<file path="src/rtl/crossing_pkg.sv">
package crossing_pkg;

  typedef enum logic [1:0] {
    PH_HWY_GO   = 2'd0,
    PH_HWY_WARN = 2'd1,
    PH_FARM_GO  = 2'd2,
    PH_FARM_WARN = 2'd3
  } phase_t;

  typedef struct packed {
    logic red;
    logic yel;
    logic grn;
  } lamp_t;

  typedef struct packed {
    lamp_t hwy;
    lamp_t farm;
  } lamp_pair_t;

  localparam lamp_t LAMP_RED = '{red: 1'b1, yel: 1'b0, grn: 1'b0};
  localparam lamp_t LAMP_YEL = '{red: 1'b0, yel: 1'b1, grn: 1'b0};
  localparam lamp_t LAMP_GRN = '{red: 1'b0, yel: 1'b0, grn: 1'b1};

  function automatic lamp_pair_t lamps_for(input phase_t ph);
    lamp_pair_t lp;
    case (ph)
      PH_HWY_GO:    begin lp.hwy = LAMP_GRN; lp.farm = LAMP_RED; end
      PH_HWY_WARN:  begin lp.hwy = LAMP_YEL; lp.farm = LAMP_RED; end
      PH_FARM_GO:   begin lp.hwy = LAMP_RED; lp.farm = LAMP_GRN; end
      default:      begin lp.hwy = LAMP_RED; lp.farm = LAMP_YEL; end
    endcase
    return lp;
  endfunction

endpackage

</file>
<file path="src/rtl/crossing_car_sync.sv">
module crossing_car_sync #(
  parameter int STAGES = 2
) (
  input  logic clk,
  input  logic rst,
  input  logic async_in,
  output logic sync_out
);

  logic [STAGES-1:0] chain_q;

  always_ff @(posedge clk) begin
    if (rst) chain_q <= '0;
    else     chain_q[0] <= async_in;
  end

  for (genvar s = 1; s < STAGES; s++) begin : g_stage
    always_ff @(posedge clk) begin
      if (rst) chain_q[s] <= 1'b0;
      else     chain_q[s] <= chain_q[s-1];
    end
  end

  assign sync_out = chain_q[STAGES-1];

endmodule

</file>
<file path="src/rtl/crossing_interval_timer.sv">
module crossing_interval_timer #(
  parameter int SHORT_TICKS = 4,
  parameter int LONG_TICKS  = 19
) (
  input  logic clk,
  input  logic rst,
  input  logic restart,
  output logic short_done,
  output logic long_done
);

  localparam int CNT_W = $clog2(LONG_TICKS + 1);
  localparam logic [CNT_W-1:0] SHORT_AT = CNT_W'(SHORT_TICKS);
  localparam logic [CNT_W-1:0] LONG_AT  = CNT_W'(LONG_TICKS);

  logic [CNT_W-1:0] count_q;

  // Count states T0..T(LONG); the last one is the parking state.
  always_ff @(posedge clk) begin
    if (rst || restart)         count_q <= '0;
    else if (count_q != LONG_AT) count_q <= count_q + 1'b1;
  end

  assign short_done = (count_q >= SHORT_AT);
  assign long_done  = (count_q == LONG_AT);

endmodule

</file>
<file path="src/rtl/crossing_sequencer.sv">
module crossing_sequencer
  import crossing_pkg::*;
(
  input  logic       clk,
  input  logic       rst,
  input  logic       car_seen,
  input  logic       short_done,
  input  logic       long_done,
  output logic       restart,
  output lamp_pair_t lamps
);

  phase_t phase_q, phase_d;

  always_comb begin
    phase_d = phase_q;
    case (phase_q)
      PH_HWY_GO:    if (long_done && car_seen)  phase_d = PH_HWY_WARN;
      PH_HWY_WARN:  if (short_done)             phase_d = PH_FARM_GO;
      PH_FARM_GO:   if (long_done || !car_seen) phase_d = PH_FARM_WARN;
      PH_FARM_WARN: if (short_done)             phase_d = PH_HWY_GO;
      default:                                  phase_d = PH_HWY_GO;
    endcase
  end

  // Hand-off pulse: one cycle, on the edge that changes the phase.
  assign restart = (phase_d != phase_q) && !rst;

  always_ff @(posedge clk) begin
    if (rst) begin
      phase_q <= PH_HWY_GO;
      lamps   <= lamps_for(PH_HWY_GO);
    end else begin
      phase_q <= phase_d;
      lamps   <= lamps_for(phase_d);
    end
  end

endmodule

</file>
<file path="src/rtl/crossing_ctrl.sv">
module crossing_ctrl
  import crossing_pkg::*;
#(
  parameter int SYNC_STAGES = 2,
  parameter int SHORT_TICKS = 4,
  parameter int LONG_TICKS  = 19
) (
  input  logic clk,
  input  logic rst,
  input  logic car_in,
  output logic hwy_red,
  output logic hwy_yel,
  output logic hwy_grn,
  output logic farm_red,
  output logic farm_yel,
  output logic farm_grn
);

  logic       car_sync;
  logic       st_pulse;
  logic       ts_flag;
  logic       tl_flag;
  lamp_pair_t lamp_q;

  crossing_car_sync #(.STAGES(SYNC_STAGES)) u_sync (
    .clk      (clk),
    .rst      (rst),
    .async_in (car_in),
    .sync_out (car_sync)
  );

  crossing_interval_timer #(
    .SHORT_TICKS (SHORT_TICKS),
    .LONG_TICKS  (LONG_TICKS)
  ) u_timer (
    .clk        (clk),
    .rst        (rst),
    .restart    (st_pulse),
    .short_done (ts_flag),
    .long_done  (tl_flag)
  );

  crossing_sequencer u_seq (
    .clk        (clk),
    .rst        (rst),
    .car_seen   (car_sync),
    .short_done (ts_flag),
    .long_done  (tl_flag),
    .restart    (st_pulse),
    .lamps      (lamp_q)
  );

  assign hwy_red  = lamp_q.hwy.red;
  assign hwy_yel  = lamp_q.hwy.yel;
  assign hwy_grn  = lamp_q.hwy.grn;
  assign farm_red = lamp_q.farm.red;
  assign farm_yel = lamp_q.farm.yel;
  assign farm_grn = lamp_q.farm.grn;

endmodule

</file>
<file path="config.mk">
export PLATFORM = sky130hd
export DESIGN_NAME = crossing_ctrl
export DESIGN_NICKNAME = d
export VERILOG_FILES = /design/src/rtl/crossing_pkg.sv /design/src/rtl/crossing_car_sync.sv /design/src/rtl/crossing_interval_timer.sv /design/src/rtl/crossing_sequencer.sv /design/src/rtl/crossing_ctrl.sv
export SDC_FILE = /design/constraint.sdc
export NUM_CORES = 1
export LEC_CHECK = 0
export BUFFER_PORTS_ARGS = -buffer_cell sky130_fd_sc_hd__buf_4
export CAP_MARGIN = 20
export CORE_AREA = 2 2 39 41
export CTS_BUF_LIST = sky130_fd_sc_hd__clkbuf_2
export DETAILED_ROUTE_END_ITERATION = 6
export DIE_AREA = 0 0 41 43
export GPL_TIMING_DRIVEN = 0
export PLACE_DENSITY = 0.67
export RECOVER_POWER = 100
export SLEW_MARGIN = 40
export SYNTH_ARGS = -nofsm -noshare
export SYNTH_HDL_FRONTEND = slang
export SYNTH_HIERARCHICAL = 1
export SYNTH_SLANG_ARGS = --single-unit
export TNS_END_PERCENT = 20
</file>
<file path="constraint.sdc">
create_clock -name clk -period 2.2 [get_ports clk]
set_input_delay 0.11 -clock clk [delete_from_list [all_inputs] [get_ports clk]]
set_output_delay 0.11 -clock clk [all_outputs]
set_load 0.01 [all_outputs]
</file>
==> impl_metrics.py <==
metrics = {
    "floorplanning": {
        "coreArea_um2": 1380,
        "pin_count": 9,
        "die_y_um": 43,
        "die_x_um": 41,
        "start_util_pct": 45.1,
        "rows": 14,
        "dieArea_um2": 1760,
    },
    "clock_tree": {
        "cts_buffers": 3,
        "numClockSinks": 13,
        "cts_tree": "built",
        "cts_setup_buffers": 0,
        "insertion_delay_ns": 0.27,
        "cts.hold.buffers_added": 0,
        "clkTransAtPathRegs_ns": 0.12,
        "htreeDepth": 1,
        "cts_root_buf": "clkbuf_2",
        "cts_resized": 0,
        "clk_path_buf_depth": 2,
    },
    "power": {
        "powerDensity_nw_per_um2": 588,
        "clockPowerShare_pct": 31.0,
        "pwr-share-seq_pct": 61.7,
        "p_int_uw": 303,
        "peakVddDrop_uv": 196,
        "p_switching_uw": 96.1,
        "power_leakage_uw": 0.000253,
        "fin_total_pwr_uw": 399,
        "switching_share_pct": 24.1,
        "combPwrFrac_pct": 7.3,
    },
    "drt": {
        "routed_via_density": 5.30,
        "drt_iter0_drc": 3,
        "met2_length_um": 476,
        "route.met3.wl_um": 38,
        "dr.pass1.iters": 4,
        "routed_wl_um": 1020,
        "num_vias": 461,
        "detail_route.wl_per_cell_um": 11.7,
        "drc": 0,
        "highest_layer": "met4",
        "ant_nets": 0,
        "met1_length_um": 489,
    },
    "final_layout": {
        "final_common_cell": "dfxtp_1",
        "insertedDiodeCount": 0,
        "fillCellCount": 148,
        "layout.nets": 77,
        "layout_common_cells": "dfxtp_1 (13), clkbuf_1 (8), a21oi_1 (5), nor3b_1 (5)",
        "drive_gt1_share_pct": 16.9,
        "syn_to_final_growth_pct": 8.62,
    },
    "critical_path": {
        "criticalPathCategory": "reg -> reg",
        "cp.arrival_ns": 1.97,
        "cp.required_ns": 2.37,
        "regToRegSetupSlack_ns": 0.40,
        "cp-start-kind": "register",
        "worst-path-max-fanout": 9,
        "end_kind": "register",
    },
    "synth": {
        "ys_seq_area_share_pct": 41.7,
        "synth_warnings": 8,
        "syn_inst": 61,
        "syn-num-nets": 66,
        "synth.distinct_cells": 28,
        "avgSynthCellArea_um2": 10.2,
        "syn_area_um2": 624,
        "ys_ff_latch": 13,
    },
    "timing": {
        "layout_setup_ws_ns": 0.401,
        "hold_violations": 0,
        "tns_ns": 0,
        "period_share_pct": 81.8,
        "slew_viol_final": 0,
        "finalSetupViolCount": 0,
        "rsz0062_at_grt": "false",
        "finalCriticalPeriod_ns": 1.80,
        "fmax_mhz": 556,
        "clock_skew_ns": 0.00838,
    },
    "run_status": {
        "status": "completed",
    },
    "placement": {
        "numPortBuffers": 6,
        "place_ws_ns": 0.543,
        "dp_hpwl_um": 707,
        "gp_congestion": 0.700,
    },
    "run": {
        "maxCapViolCount": 0,
    },
    "global_route": {
        "grt_pass1_vias": 431,
        "gr-usage-all-layers_pct": 15.1,
        "grt_pass1_wl_um": 1770,
        "antenna_found_initial": 0,
        "overflow": 0,
        "grt_max_degree": 11,
    },
    "min_path": {
        "hp-class": "in -> reg",
    },
}
## per-layer routing
layer / track usage [%] / vias up
li1: - / 239
met1: 18.8 / 211
met2: 21.3 / 9
met3: 4.71 / 2
met4: 10.0 / 0
met5: 0 / -
## power groups by stage
| stage | combinational, uW | sequential (uW) | clock, uW |
|---|---|---|---|
| after global placement | 30.4 | 251 | 0 |
| after CTS | 31.9 | 246 | 132 |
| after floorplan | 27.5 | 250 | 0 |
| after detailed placement | 31.7 | 252 | 0 |
| final | 29.0 | 246 | 124 |
| after global routing | 34.4 | 247 | 144 |
## kinds of logic after synthesis
| logic type | share of synthesized area, % |
|---|---|
| and+or+nand+nor | 21.0 |
| xor gates and xnor gates | 1.40 |
| muxes | 8.42 |
| other | 0.601 |
| DFF | 41.7 |
| adders and majority gates | 4.01 |
| buffers and inverters | 7.61 |
| AOI/OAI and AO/OA | 15.2 |
## stage by stage
| step | utilization [%] | instance area, um2 | hold WS [ns] | cells |
|---|---|---|---|---|
| after floorplan | - | 624 | 0.369 | 61 |
| after global placement | 49.8 | 689 | 0.404 | 83 |
| after detailed placement | 49.8 | 689 | 0.409 | 83 |
| after CTS | 51.3 | 709 | 0.0863 | 87 |
| after global routing | 49.0 | 678 | 0.106 | 87 |
| final | 49.0 | 678 | 0.101 | 87 |
## cells in the mapped netlist
master	count	area share [%]
a211oi_1	2	2.4
a21bo_1	1	1.6
a21boi_1	1	1.2
a21o_1	1	1.2
a21oi_1	5	4.0
a221oi_1	1	1.4
a311o_1	1	1.6
and4bb_4	1	2.6
buf_2	2	1.6
buf_4	1	1.2
buf_6	1	1.8
clkbuf_1	1	0.60
conb_1	1	0.60
dfxtp_1	13	42
ha_1	2	4.0
inv_1	4	2.4
mux2_2	2	3.6
mux2_4	2	4.8
nand2b_1	2	2.0
nand3_1	2	1.6
nand3b_1	2	2.4
nand4bb_1	1	1.8
nor3_1	3	2.4
nor3b_1	5	6.0
nor4_1	1	1.0
o311a_2	1	1.8
or3_2	1	1.2
xnor2_1	1	1.4
## path summary, 6_finish.rpt
kind                 startpoint                 end  depth (start not counted)
min reg2reg    u_seq/phase_q[1]      u_seq/lamps[1]                          1
max          u_timer/count_q[2]  u_timer/count_q[1]                          6
max reg2reg  u_timer/count_q[2]  u_timer/count_q[1]                          6
min                         rst  u_timer/count_q[2]                          2
## layout make-up
| cell class | count | area [um2] | share of cell area, % |
|---|---|---|---|
| clock buffers | 4 | 20.0 | 2.95 |
| flip-flops and latches | 13 | 260 | 38.4 |
| repair buffers | 6 | 22.5 | 3.32 |
| well taps | 16 | 20.0 | 2.95 |
| inverters | 4 | 15.0 | 2.21 |
| plain buffers | 5 | 31.3 | 4.61 |
| multi-input cells | 39 | 309 | 45.6 |
## state kept, by name (all words and copies together), names as in the netlist
name             cells
u_timer/count_q      5
u_seq/lamps          6
u_seq/phase_q        2
## critical path, stage by stage, from the launching register on
cell and delay (ns):
dfxtp_1 0.42, or3_2 0.20, inv_1 0.05, a221oi_1 0.28, clkbuf_1 0.33, nor3b_1 0.10
mux2_1 0.31
Power figures use the tool's default switching activity.
